==> config.mk <==
export PLATFORM = sky130hd
export DESIGN_NAME = syncSerialPort
export DESIGN_NICKNAME = d
export VERILOG_FILES = /design/src/rtl/ssp_pkg.sv /design/src/rtl/sspCtrl.sv /design/src/rtl/sspDatapath.sv /design/src/rtl/syncSerialPort.sv
export SDC_FILE = /design/constraint.sdc
export NUM_CORES = 1
export LEC_CHECK = 0
export CORE_MARGIN = 10
export CORE_UTILIZATION = 63
export CTS_BUF_LIST = sky130_fd_sc_hd__clkbuf_16
export DETAILED_ROUTE_END_ITERATION = 8
export GPL_ROUTABILITY_DRIVEN = 0
export PLACE_DENSITY_LB_ADDON = 0.2
export SLEW_MARGIN = 20
export SYNTH_ARGS = -nofsm -noshare
export SYNTH_HDL_FRONTEND = slang
export SYNTH_HIERARCHICAL = 1
export SYNTH_SLANG_ARGS = --single-unit
==> constraint.sdc <==
create_clock -name clk -period 3.6 [get_ports clk]
set_input_delay 0.72 -clock clk [delete_from_list [all_inputs] [get_ports clk]]
set_output_delay 0.72 -clock clk [all_outputs]
set_load 0.02 [all_outputs]
==> src/rtl/ssp_pkg.sv <==
package ssp_pkg;
  localparam int BYTE_W = 8;
  localparam int ADDR_W = 3;
  localparam int CNT_W  = $clog2(BYTE_W + 1);

  // register addresses
  localparam logic [ADDR_W-1:0] ADDR_TX_CTRL = 3'd0;
  localparam logic [ADDR_W-1:0] ADDR_TX_BUF  = 3'd1;
  localparam logic [ADDR_W-1:0] ADDR_BAUD    = 3'd2;
  localparam logic [ADDR_W-1:0] ADDR_RX_CTRL = 3'd4;
  localparam logic [ADDR_W-1:0] ADDR_RX_BUF  = 3'd5;

  // control bit positions, shared by both channels
  localparam int B_IE   = 0;
  localparam int B_DONE = 1;
  localparam int B_MSB  = 2;
  localparam int B_RUN  = 3;
  localparam int B_LEN7 = 4;
  localparam int B_OVR  = 6;
  localparam int B_CKEN = 7;

  // strobes and settings from control to datapath
  typedef struct packed {
    logic              txLoad;
    logic              txLen7;
    logic              txMsb;
    logic [BYTE_W-1:0] txByte;
    logic [BYTE_W-1:0] baud;
    logic              clkOutEn;
    logic              rxArm;
    logic              rxLen7;
    logic              rxMsb;
  } sspCmd_t;

  // events from datapath back to control
  typedef struct packed {
    logic              txFinish;
    logic              rxFinish;
    logic [BYTE_W-1:0] rxWord;
  } sspEvt_t;
endpackage

==> src/rtl/sspCtrl.sv <==
module sspCtrl
  import ssp_pkg::*;
(
  input  logic              clk,
  input  logic              rstN,
  input  logic              wrEn,
  input  logic [ADDR_W-1:0] wrAddr,
  input  logic [BYTE_W-1:0] wrData,
  input  logic [ADDR_W-1:0] rdAddr,
  output logic [BYTE_W-1:0] rdData,
  input  sspEvt_t           evt,
  output sspCmd_t           cmd,
  output logic              txIrq,
  output logic              rxIrq,
  output logic [BYTE_W-1:0] txCtrlQ,
  output logic [BYTE_W-1:0] rxCtrlQ,
  output logic [BYTE_W-1:0] txBufQ,
  output logic [BYTE_W-1:0] rxBufQ
);
  logic [BYTE_W-1:0] txCtrl, rxCtrl, txBuf, rxBuf, baud;

  logic txCtrlWr, txBufWr, baudWr, rxCtrlWr, txStart, rxStart;
  assign txCtrlWr = wrEn && (wrAddr == ADDR_TX_CTRL);
  assign txBufWr  = wrEn && (wrAddr == ADDR_TX_BUF);
  assign baudWr   = wrEn && (wrAddr == ADDR_BAUD);
  assign rxCtrlWr = wrEn && (wrAddr == ADDR_RX_CTRL);
  assign txStart  = txCtrlWr && wrData[B_RUN] && !txCtrl[B_RUN];
  assign rxStart  = rxCtrlWr && wrData[B_RUN] && !rxCtrl[B_RUN];

  always_ff @(posedge clk) begin
    if (!rstN) begin
      txCtrl <= '0;
      rxCtrl <= '0;
      txBuf  <= '0;
      rxBuf  <= '0;
      baud   <= '0;
    end else begin
      if (txCtrlWr) begin
        txCtrl[B_IE]   <= wrData[B_IE];
        txCtrl[B_MSB]  <= wrData[B_MSB];
        txCtrl[B_LEN7] <= wrData[B_LEN7];
        txCtrl[B_CKEN] <= wrData[B_CKEN];
        if (!wrData[B_DONE]) txCtrl[B_DONE] <= 1'b0;
        if (!wrData[B_OVR])  txCtrl[B_OVR]  <= 1'b0;
        if (txStart)         txCtrl[B_RUN]  <= 1'b1;
      end
      if (txBufWr) begin
        if (txCtrl[B_RUN]) txCtrl[B_OVR] <= 1'b1;
        else               txBuf <= wrData;
      end
      if (baudWr) baud <= wrData;
      if (evt.txFinish) begin
        txCtrl[B_RUN]  <= 1'b0;
        txCtrl[B_DONE] <= 1'b1;
      end

      if (rxCtrlWr) begin
        rxCtrl[B_IE]   <= wrData[B_IE];
        rxCtrl[B_MSB]  <= wrData[B_MSB];
        rxCtrl[B_LEN7] <= wrData[B_LEN7];
        if (!wrData[B_DONE]) rxCtrl[B_DONE] <= 1'b0;
        if (!wrData[B_OVR])  rxCtrl[B_OVR]  <= 1'b0;
        if (rxStart)         rxCtrl[B_RUN]  <= 1'b1;
      end
      if (evt.rxFinish) begin
        rxCtrl[B_RUN] <= 1'b0;
        if (rxCtrl[B_DONE]) begin
          rxCtrl[B_OVR] <= 1'b1;
        end else begin
          rxBuf          <= evt.rxWord;
          rxCtrl[B_DONE] <= 1'b1;
        end
      end
    end
  end

  assign cmd = '{txLoad:   txStart,
                 txLen7:   wrData[B_LEN7],
                 txMsb:    wrData[B_MSB],
                 txByte:   txBuf,
                 baud:     baud,
                 clkOutEn: txCtrl[B_CKEN],
                 rxArm:    rxStart,
                 rxLen7:   wrData[B_LEN7],
                 rxMsb:    wrData[B_MSB]};

  always_comb begin
    case (rdAddr)
      ADDR_TX_CTRL: rdData = txCtrl;
      ADDR_TX_BUF:  rdData = txBuf;
      ADDR_BAUD:    rdData = baud;
      ADDR_RX_CTRL: rdData = rxCtrl;
      ADDR_RX_BUF:  rdData = rxBuf;
      default:      rdData = '0;
    endcase
  end

  assign txIrq   = txCtrl[B_IE] && txCtrl[B_DONE];
  assign rxIrq   = rxCtrl[B_IE] && rxCtrl[B_DONE];
  assign txCtrlQ = txCtrl;
  assign rxCtrlQ = rxCtrl;
  assign txBufQ  = txBuf;
  assign rxBufQ  = rxBuf;
endmodule

==> src/rtl/sspDatapath.sv <==
module sspDatapath
  import ssp_pkg::*;
#(
  parameter int SYNC_STAGES = 2
) (
  input  logic    clk,
  input  logic    rstN,
  input  logic    tickEn,
  input  sspCmd_t cmd,
  output sspEvt_t evt,
  input  logic    rxClk,
  input  logic    rxData,
  output logic    txClk,
  output logic    txData
);
  // ---------------- transmit ----------------
  logic [BYTE_W-1:0] txShadow, halfCnt;
  logic              txLen7q, txMsbq, txActive, sclkQ, txOutQ;
  logic [CNT_W-1:0]  txBitCnt, frameLenTx, txIdx;
  logic              halfDone, txFin;

  assign frameLenTx = txLen7q ? CNT_W'(BYTE_W - 1) : CNT_W'(BYTE_W);
  assign txIdx      = txMsbq ? CNT_W'(frameLenTx - CNT_W'(1) - txBitCnt) : txBitCnt;
  assign halfDone   = txActive && tickEn && (halfCnt >= ~cmd.baud);
  assign txFin      = halfDone && !sclkQ && (txBitCnt == CNT_W'(frameLenTx - CNT_W'(1)));

  always_ff @(posedge clk) begin
    if (!rstN) begin
      txShadow <= '0;
      halfCnt  <= '0;
      txLen7q  <= 1'b0;
      txMsbq   <= 1'b0;
      txActive <= 1'b0;
      sclkQ    <= 1'b1;
      txOutQ   <= 1'b1;
      txBitCnt <= '0;
    end else if (cmd.txLoad) begin
      txShadow <= cmd.txByte;
      txLen7q  <= cmd.txLen7;
      txMsbq   <= cmd.txMsb;
      txActive <= 1'b1;
      halfCnt  <= '0;
      txBitCnt <= '0;
      sclkQ    <= 1'b1;
    end else if (txActive && tickEn) begin
      if (halfDone) begin
        halfCnt <= '0;
        if (sclkQ) begin
          sclkQ  <= 1'b0;
          txOutQ <= txShadow[txIdx[$clog2(BYTE_W)-1:0]];
        end else begin
          sclkQ    <= 1'b1;
          txBitCnt <= txBitCnt + CNT_W'(1);
          if (txFin) txActive <= 1'b0;
        end
      end else begin
        halfCnt <= halfCnt + BYTE_W'(1);
      end
    end
  end

  assign txClk  = cmd.clkOutEn ? sclkQ : 1'b1;
  assign txData = txOutQ;

  // ---------------- receive ----------------
  logic [SYNC_STAGES-1:0] clkSyn, datSyn;
  logic                   clkPrev, rxRise, rxBit;

  always_ff @(posedge clk) begin
    if (!rstN) begin
      clkSyn  <= '1;
      datSyn  <= '0;
      clkPrev <= 1'b1;
    end else begin
      clkSyn  <= {clkSyn[SYNC_STAGES-2:0], rxClk};
      datSyn  <= {datSyn[SYNC_STAGES-2:0], rxData};
      clkPrev <= clkSyn[SYNC_STAGES-1];
    end
  end

  assign rxRise = clkSyn[SYNC_STAGES-1] && !clkPrev;
  assign rxBit  = datSyn[SYNC_STAGES-1];

  logic [BYTE_W-1:0] rxShift, newShift, rxWordC;
  logic [CNT_W-1:0]  rxCnt, frameLenRx;
  logic              rxActive, rxLen7q, rxMsbq, rxFin;

  assign frameLenRx = rxLen7q ? CNT_W'(BYTE_W - 1) : CNT_W'(BYTE_W);
  assign newShift   = rxMsbq ? {rxShift[BYTE_W-2:0], rxBit} : {rxBit, rxShift[BYTE_W-1:1]};
  assign rxWordC    = (!rxMsbq && rxLen7q) ? {1'b0, newShift[BYTE_W-1:1]} : newShift;
  assign rxFin      = rxActive && rxRise && (rxCnt == CNT_W'(frameLenRx - CNT_W'(1)));

  always_ff @(posedge clk) begin
    if (!rstN) begin
      rxShift  <= '0;
      rxCnt    <= '0;
      rxActive <= 1'b0;
      rxLen7q  <= 1'b0;
      rxMsbq   <= 1'b0;
    end else if (cmd.rxArm) begin
      rxShift  <= '0;
      rxCnt    <= '0;
      rxActive <= 1'b1;
      rxLen7q  <= cmd.rxLen7;
      rxMsbq   <= cmd.rxMsb;
    end else if (rxActive && rxRise) begin
      rxShift <= newShift;
      rxCnt   <= rxCnt + CNT_W'(1);
      if (rxFin) rxActive <= 1'b0;
    end
  end

  assign evt = '{txFinish: txFin, rxFinish: rxFin, rxWord: rxWordC};
endmodule

==> src/rtl/syncSerialPort.sv <==
module syncSerialPort
  import ssp_pkg::*;
#(
  parameter int SYNC_STAGES = 2
) (
  input  logic              clk,
  input  logic              rstN,
  input  logic              tickEn,
  input  logic              regWrEn,
  input  logic [ADDR_W-1:0] regWrAddr,
  input  logic [BYTE_W-1:0] regWrData,
  input  logic [ADDR_W-1:0] regRdAddr,
  output logic [BYTE_W-1:0] regRdData,
  output logic              txClk,
  output logic              txData,
  input  logic              rxClk,
  input  logic              rxData,
  output logic              txIrq,
  output logic              rxIrq
);
  sspCmd_t           cmd;
  sspEvt_t           evt;
  logic [BYTE_W-1:0] txCtrlQ, rxCtrlQ, txBufQ, rxBufQ;

  sspCtrl ctrl_i (
    .clk(clk), .rstN(rstN),
    .wrEn(regWrEn), .wrAddr(regWrAddr), .wrData(regWrData),
    .rdAddr(regRdAddr), .rdData(regRdData),
    .evt(evt), .cmd(cmd),
    .txIrq(txIrq), .rxIrq(rxIrq),
    .txCtrlQ(txCtrlQ), .rxCtrlQ(rxCtrlQ), .txBufQ(txBufQ), .rxBufQ(rxBufQ)
  );

  sspDatapath #(.SYNC_STAGES(SYNC_STAGES)) dp_i (
    .clk(clk), .rstN(rstN), .tickEn(tickEn),
    .cmd(cmd), .evt(evt),
    .rxClk(rxClk), .rxData(rxData),
    .txClk(txClk), .txData(txData)
  );
endmodule

==> flow_metrics.py, run 1 <==
metrics = {
    "clock_network": {
        "cts_tree": "done",
        "cts_htree_levels": 3,
        "worstSkewPairLatency_ps": 330,
        "clkTransAtPathRegs_ps": 60,
        "cts_setup_buffers": 0,
        "clock_path_buffers": 2,
        "cts_made_buffers": 9,
        "cts-root-buf": "clkbuf_16",
        "cts_hold_buffers": 0,
        "cts_resized": 0,
        "cts_sinks": 82,
    },
    "sta": {
        "fin_skew_ps": 6.10,
        "setup_tns_ps": 0,
        "setup_ws_ps": 219,
        "hold_slack_ps": 411,
        "fmax_mhz": 296,
        "maxSlewHeadroom_pct": 40.0,
        "period_minus_slack_ps": 3380,
        "rsz0062_at_grt": "no",
        "setup_violations": 0,
        "fin_crit_sh_pct": 93.9,
        "worst_slew_pin_slew_ps": 894,
        "hold_viol": 0,
        "slew_viol_final": 0,
    },
    "power": {
        "vdd_drop_max_mv": 0.439,
        "power_density_nw_per_um2": 405,
        "report.power.total_uw": 1940,
        "power_leakage_uw": 0.00170,
    },
    "route": {
        "via_count": 3428,
        "drt_first_pass_iters": 5,
        "avgViaCountPerCell": 6.01,
        "drt.antenna.violating_nets": 0,
        "drt-total-wl_mm": 9.57,
        "wire_per_inst_um": 16.8,
        "drc": 0,
        "drtIter0Drc": 229,
    },
    "finish": {
        "fin_util_pct": 74.5,
        "diodes": 0,
        "area_growth_pct": 13.3,
        "nNetsFinal": 521,
        "drive_above_1_share_pct": 8.32,
    },
    "worst_setup_path": {
        "arrival_ps": 2660,
        "cp_slowest_cell": "clkdlybuf4s50_1",
        "cp_common_cell": "clkdlybuf4s50_1",
        "path_cells": "clkdlybuf4s50_1, buf_4, mux2i_1, o21ai_0, o21a_1, clkdlybuf4s50_1",
        "cp_max_fo": 8,
        "ff2ff_setup_slack_ps": 1230,
        "cp-start-kind": "input pin",
        "max_stage_delay_ps": 700,
        "r2r_end": "ctrl_i/rxBufQ[2]",
        "end_kind": "primary output",
        "required_ps": 2880,
        "reg2reg_depth": 7,
        "critical_path_class": "input pin to primary output",
        "r2r_start": "dp_i/clkPrev",
    },
    "worst_hold_path": {
        "hold_end": "dp_i/clkSyn[1]",
        "min_path_cells": 1,
        "min_from": "dp_i/clkSyn[0]",
        "hold_class": "flip-flop to flip-flop",
    },
    "synth": {
        "synth.avg_cell_area_sq_um": 8.87,
        "syn_nets": 509,
        "yosys_warnings": 6,
        "netlist_area_sq_um": 4220,
        "netlist_instances": 476,
    },
    "run_status": {
        "status": "finished, final reports clean",
    },
    "placement": {
        "post-place-ws_ps": 225,
        "place_hpwl_mm": 6.92,
        "io_buffers": 31,
    },
    "die": {
        "core_sq_um": 6420,
        "die_x_um": 102,
        "ios": 32,
        "fp-row-count": 29,
        "die_area_sq_um": 10400,
        "initial_utilization_pct": 65.8,
        "fp.dieH_um": 102,
    },
    "global_routing": {
        "overflow": 0,
        "grt_pass1_wl_mm": 15.3,
        "antenna_found_initial": 0,
        "grt_start_max_net_pins": 26,
        "grt.total_usage_pct": 18.4,
        "grt_pass1_vias": 3090,
    },
    "job": {
        "timing.max_cap.violations": 0,
    },
}
[flip-flops by register name, summed over array words and instances (netlist names), 2 cells and up]
register        flops
ctrl_i/baud         8
ctrl_i/rxBufQ       8
ctrl_i/txBufQ       8
dp_i/halfCnt        8
dp_i/rxShift        8
dp_i/txShadow       8
ctrl_i/txCtrlQ      7
ctrl_i/rxCtrlQ      6
dp_i/rxCnt          4
dp_i/txBitCnt       4
dp_i/clkSyn         2
dp_i/datSyn         2
[where the power goes]
part           leakage, uW  total [uW]  switching [uW]  internal [uW]
combinational     0.000901         119            64.1           55.3
sequential        0.000663         927            9.64            917
clock             0.000139         890             355            535
[stage by stage]
step | std cells | instance area, sq um
global route | 570 | 4780
detailed placement | 554 | 4490
finish | 570 | 4780
CTS | 570 | 4780
global placement | 554 | 4490
floorplan | 476 | 4220
[cells in the final DEF, fill, tap and decap left out, types with 5 or more instances in the layout]
master           instances
ha_1                    13
nand2_1                 54
clkdlybuf4s50_1         31
nand3_1                 10
a21oi_1                 29
nand2b_1                18
o21a_1                   5
clkbuf_16                9
inv_1                   10
dfxtp_1                 82
mux2i_1                 49
nand4_1                  8
o21ai_0                 24
nor2_1                  32
nor3_1                   9
a311oi_1                 8
and2_1                   6
nand3b_1                 5
nor2b_1                 20
buf_4                    8
xor2_1                   6
[per-layer routing]
layer	share of wire (%)	vias up	wire, um	global-route usage, %
met3	7.0	10	671	4.72
li1	-	1700	-	-
met5	0	-	0	0
met2	43	100	4120	27.6
met4	1.1	0	102	4.99
met1	49	1618	4670	25.8
[worst max-delay path, delay by kind of cell]
family / cells / cell delay, ps
AOI/OAI and AO/OA: 2 / 290
buffers and inverters: 3 / 1470
muxes: 1 / 170
[area by class of cell]
| cell class | instances | area, sq um |
|---|---|---|
| clock buffer | 9 | 225 |
| clock inverter | 7 | 70.1 |
| fill | 489 | 1640 |
| inverter | 9 | 33.8 |
| multi-input combinational | 347 | 2350 |
| sequential | 82 | 1640 |
| tap | 77 | 96.3 |
| timing repair buffer | 39 | 370 |
[worst max path at each step]
stage | from | endpoint | slack (ps) | cells after the start
global placement | regRdAddr[2] | regRdData[0] | 250 | 5
CTS | regRdAddr[2] | regRdData[1] | 210 | 6
floorplan | regRdAddr[0] | regRdData[7] | 1180 | 4
finish | regRdAddr[2] | regRdData[1] | 220 | 6
detailed placement | regRdAddr[2] | regRdData[1] | 230 | 6
global route | regRdAddr[2] | regRdData[1] | 130 | 6
Power figures use the tool's default switching activity.
==> inputs of run 2 (changes only) <==
CORE_ASPECT_RATIO = 1.25   (was not set)
==> run 2 against run 1 <==
Via count down 1.2%. Die area up 0.20%. Register-to-register slack better by 50 ps. Power up 1.9%. Cell count up 1.4%. Clock power up 4.0%. Routed wire length up 4.4%. Clock skew about the same. Critical path type unchanged. Critical endpoint is now regRdData[2]. Largest power group unchanged.
==> flow_metrics.py, run 2 (synthesized netlist as in run 1, its figures left out) <==
metrics = {
    "global_routing": {
        "grt.total_usage_pct": 19.4,
        "grt-busiest-layer": "met2",
        "overflow": 0,
        "met2_usage_pct": 35.0,
        "antenna_found_initial": 0,
        "grtUsageMet1_pct": 21.3,
        "grt_pass1_vias": 3339,
        "grt_pass1_wl_mm": 16.3,
        "met3_usage_pct": 3.90,
        "grt_start_max_net_pins": 48,
    },
    "finish": {
        "drive_above_1_share_pct": 8.15,
        "layout_commonest_cell": "dfxtp_1",
        "diodes": 0,
        "nNetsFinal": 519,
        "design_area_sq_um": 4800,
        "area_growth_pct": 13.7,
        "nFillCells": 508,
        "final_cell_mix": "82 x dfxtp_1, 54 x nand2_1, 49 x mux2i_1",
    },
    "run_status": {
        "status": "finished, final reports clean",
    },
    "route": {
        "wire_per_inst_um": 17.3,
        "drt.antenna.violating_nets": 0,
        "via_count": 3388,
        "drt_first_pass_iters": 5,
        "drc": 0,
        "drtIter0Drc": 177,
        "avgViaCountPerCell": 5.86,
        "drt-total-wl_mm": 9.99,
    },
    "worst_setup_path": {
        "end_kind": "primary output",
        "cp-start-kind": "input pin",
        "path_cells": "clkdlybuf4s50_1, nand3b_1, o21ai_0, o21a_1, clkdlybuf4s50_1",
        "cp_slowest_cell": "clkdlybuf4s50_1",
        "critical_path_class": "input pin to primary output",
        "ff2ff_setup_slack_ps": 1280,
        "arrival_ps": 2630,
        "cp_max_fo": 20,
        "path_buf_inv": 2,
        "max_stage_delay_ps": 860,
        "crit_family": "buffers and inverters",
        "required_ps": 2880,
        "cp_common_cell": "clkdlybuf4s50_1",
    },
    "clock_network": {
        "cts-root-buf": "clkbuf_16",
        "cts_sinks": 82,
        "worstSkewPairLatency_ps": 330,
        "cts_htree_levels": 3,
        "cts_hold_buffers": 0,
        "cts_made_buffers": 9,
        "cts_setup_buffers": 0,
        "cts_resized": 0,
        "clock_path_buffers": 2,
        "clkTransAtPathRegs_ps": 60,
        "cts_tree": "done",
    },
    "power": {
        "pwr-share-comb_pct": 6.1,
        "p_seq_share_pct": 47.0,
        "p_clk_share_pct": 46.9,
        "internal_power_uw": 1520,
        "p_sw_uw": 453,
        "power_leakage_uw": 0.00170,
        "power_density_nw_per_um2": 411,
        "vdd_drop_max_mv": 0.292,
        "swShare_pct": 23.0,
    },
    "placement": {
        "io_buffers": 31,
        "place_hpwl_mm": 7.25,
        "post_dp_cell_area_sq_um": 4490,
    },
    "worst_hold_path": {
        "hold_class": "flip-flop to flip-flop",
    },
    "sta": {
        "period_minus_slack_ps": 3350,
        "maxSlewHeadroom_pct": 48.7,
        "rsz0062_at_grt": "no",
        "hold_viol": 0,
        "fin_skew_ps": 6.20,
        "setup_tns_ps": 0,
        "fmax_mhz": 299,
        "worst_slew_pin_slew_ps": 769,
        "fin_crit_sh_pct": 92.9,
        "setup_violations": 0,
        "slew_viol_final": 0,
    },
    "die": {
        "ios": 32,
        "fp-row-count": 33,
        "core_sq_um": 6520,
        "initial_utilization_pct": 64.7,
        "die_x_um": 93.2,
        "fp.dieH_um": 112,
        "die_area_sq_um": 10400,
    },
    "job": {
        "timing.max_cap.violations": 0,
    },
}
-- run 2: cell count changes in the layout (fill, tap and decap cells not counted) --
cell and change:
buf_4 -2, clkinv_4 +3, clkinvlp_4 -2, inv_1 -1, clkinv_8 +1, clkinv_2 -1
-- run 2: final timing paths --
check | startpoint | endpoint | cells after the start
worst max-delay path | regRdAddr[1] | regRdData[2] | 5
worst min-delay path | dp_i/clkSyn[0] | dp_i/clkSyn[1] | 1
worst max register to register | dp_i/txBitCnt[0] | dp_i/txData | 5
worst min register to register | dp_i/clkSyn[0] | dp_i/clkSyn[1] | 1
-- run 2: worst register-to-register path, delay by kind of cell (launching register included) --
| family | cells | cell delay [ps] |
|---|---|---|
| AO/OA/AOI/OAI | 3 | 810 |
| multiplexers | 1 | 530 |
| adder cells (fa/ha/maj) | 1 | 370 |
| flip-flops | 1 | 480 |
-- run 2: stage by stage --
stage	hold WS (ps)	cells	power [uW]	util, %	setup slack [ps]
global placement	396	562	1060	68.8	313
finish	418	578	1970	73.6	254
global route	456	578	2040	73.6	165
detailed placement	402	562	1070	68.8	306
CTS	422	578	1990	73.6	307
floorplan	386	476	1020	-	1180
-- run 2: metal layers --
layer  vias to the layer above  routed length (um)
li1                       1696                   -
met4                         0                 196
met1                      1620                4080
met3                        18                 331
met5                         -                   0
met2                        54                5380
-- run 2: cell type report --
type                    count  area [sq um]  area share [%]
multi-input cells         347          2350            48.9
well taps                  87           109            2.27
inverters                   9          33.8           0.704
clock buffers               9           225            4.69
flip-flops and latches     82          1640            34.2
clock inverters             7          88.8            1.85
repair buffers             37           355            7.40
-- run 2: power by group through the flow --
stage	Sequential, uW	Combinational [uW]	Clock (uW)
3_3_place_gp	947	116	0
2_1_floorplan	942	74.6	0
3_5_place_dp	947	118	0
6_report	927	120	926
5_1_grt	928	129	984
4_1_cts	927	120	944
==> inputs of run 3 (changes only) <==
CORE_UTILIZATION = 28   (was 63)
clock period = 3.05 ns   (was 3.6 ns; I/O delays follow)
==> run 3 against run 2 <==
Sequential share of layout area down 1.1 points. Die area up 96%. Hold slack worse by 7.0 ps. Combinational power up 26%. Routed wire length up 10%. Critical path type unchanged. Largest cell class unchanged. Clock-buffer cell count unchanged. Clock power up 14%. Highest routed layer unchanged. Utilization down 40 points. Final area up 3.3%. Cell count up 18%.
==> flow_metrics.py, run 3 (synthesized netlist as in run 1, its figures left out) <==
metrics = {
    "clock_network": {
        "cts_sinks": 82,
        "cts-root-buf": "clkbuf_16",
        "clock_path_buffers": 2,
        "cts_htree_levels": 3,
        "cts_made_buffers": 9,
        "worstSkewPairLatency_ps": 340,
        "cts_tree": "done",
        "cts_hold_buffers": 0,
        "clkTransAtPathRegs_ps": 60,
    },
    "finish": {
        "multi_input_area_sq_um": 2350,
        "regArea_sq_um": 1640,
        "nFillCells": 1590,
        "area_growth_pct": 17.5,
        "nNetsFinal": 526,
        "drive_above_1_share_pct": 9.04,
        "final_cell_mix": "82 x dfxtp_1, 54 x nand2_1, 49 x mux2i_1",
        "diodes": 0,
        "layout_commonest_cell": "dfxtp_1",
    },
    "run_status": {
        "status": "finished, final reports clean",
    },
    "job": {
        "timing.max_cap.violations": 0,
    },
    "route": {
        "drt-total-wl_mm": 11.0,
        "wire_per_inst_um": 16.2,
        "wl_met2_mm": 5.72,
        "drt_first_pass_iters": 4,
        "drc": 0,
        "topRoutingLayerUsed": "met4",
        "drt.antenna.violating_nets": 0,
        "avgViaCountPerCell": 5.00,
        "via_count": 3402,
        "wl_met3_um": 377,
        "route.layer.met1.wl_mm": 4.71,
        "drtIter0Drc": 195,
    },
    "global_routing": {
        "grt_pass1_wl_mm": 18.1,
        "antenna_found_initial": 0,
        "grt_pass1_vias": 3445,
        "grt_start_max_net_pins": 25,
        "grt.total_usage_pct": 11.3,
        "overflow": 0,
    },
    "worst_setup_path": {
        "cp_max_fo": 15,
        "critical_path_class": "input pin to primary output",
        "end_kind": "primary output",
        "cp-start-kind": "input pin",
        "arrival_ps": 2330,
        "required_ps": 2440,
    },
    "die": {
        "initial_utilization_pct": 28.4,
        "die_area_sq_um": 20400,
        "die_x_um": 130,
        "ios": 32,
        "core_sq_um": 14900,
        "fp.dieH_um": 157,
        "fp-row-count": 50,
    },
    "sta": {
        "period_minus_slack_ps": 2940,
        "rsz0062_at_grt": "no",
        "fin_crit_sh_pct": 96.3,
        "setup_tns_ps": 0,
        "slew_viol_final": 0,
        "hold_slack_ps": 411,
        "maxSlewHeadroom_pct": 49.9,
        "hold_viol": 0,
        "setup_violations": 0,
        "worst_slew_pin_slew_ps": 750,
        "fmax_mhz": 340,
        "fin_skew_ps": 8.32,
    },
    "power": {
        "power_leakage_uw": 0.00175,
        "vdd_drop_max_mv": 0.241,
        "power_density_nw_per_um2": 464,
    },
    "placement": {
        "io_buffers": 31,
        "place_hpwl_mm": 8.20,
    },
    "worst_hold_path": {
        "hold_class": "flip-flop to flip-flop",
    },
}
## run 3: changes by cell type in the layout (fill, tap and decap cells not counted), sizes merged
cell / previous run / this run
clkinv: 4 / 3
dlygate4sd2: 0 / 3
clkdlybuf4s50: 31 / 27
clkinvlp: 1 / 2
buf: 6 / 14
## run 3: report_power, final
group / switching [uW] / leakage (uW) / internal, uW / total, uW
Clock: 433 / 0.000138 / 624 / 1060
Sequential: 11.4 / 0.000663 / 1080 / 1090
Combinational: 81.3 / 0.000947 / 70.0 / 151
## run 3: metrics by stage
stage	std cells	area (sq um)	util (%)	worst slack, ps	total power, uW
6_report	680	4960	33.3	113	2300
5_1_grt	680	4960	33.3	19.5	2400
4_1_cts	680	4960	33.3	97.8	2340
3_5_place_dp	664	4680	31.4	-82.3	1270
3_3_place_gp	664	4680	31.4	-60.3	1270
2_1_floorplan	476	4220	-	854	1200
## run 3: repair_timing
item,in CTS,in global routing
endpoints found under the setup margin,5,0
resized for setup,3,0
setup buffers,0,0
## run 3: cell type report
class,count,share of cell area [%]
Multi-Input combinational cell,347,47.3
Timing Repair Buffer,44,8.55
Inverter,9,0.681
Clock inverter,7,1.24
Sequential cell,82,33.1
Tap cell,182,4.59
Clock buffer,9,4.54
## run 3: layer usage
layer / up-vias / GRT usage (%)
li1: 1699 / -
met1: 1630 / 12.7
met2: 59 / 20.0
met3: 14 / 2.49
met4: 0 / 4.51
met5: - / 0
## run 3: final timing paths
| kind | slack (ps) | cells after the start | start | endpoint |
|---|---|---|---|---|
| min | 410 | 1 | dp_i/clkSyn[0] | dp_i/clkSyn[1] |
| min reg2reg | 410 | 1 | dp_i/clkSyn[0] | dp_i/clkSyn[1] |
| max | 110 | 6 | regRdAddr[2] | regRdData[1] |
| max reg2reg | 820 | 5 | dp_i/txBitCnt[0] | dp_i/txData |
## run 3: worst max-delay path, stage by stage
cell and delay (ps):
clkdlybuf4s50_1 510, buf_12 160, mux2i_1 70, o21ai_0 210, o21a_1 150, clkdlybuf4s50_1 610
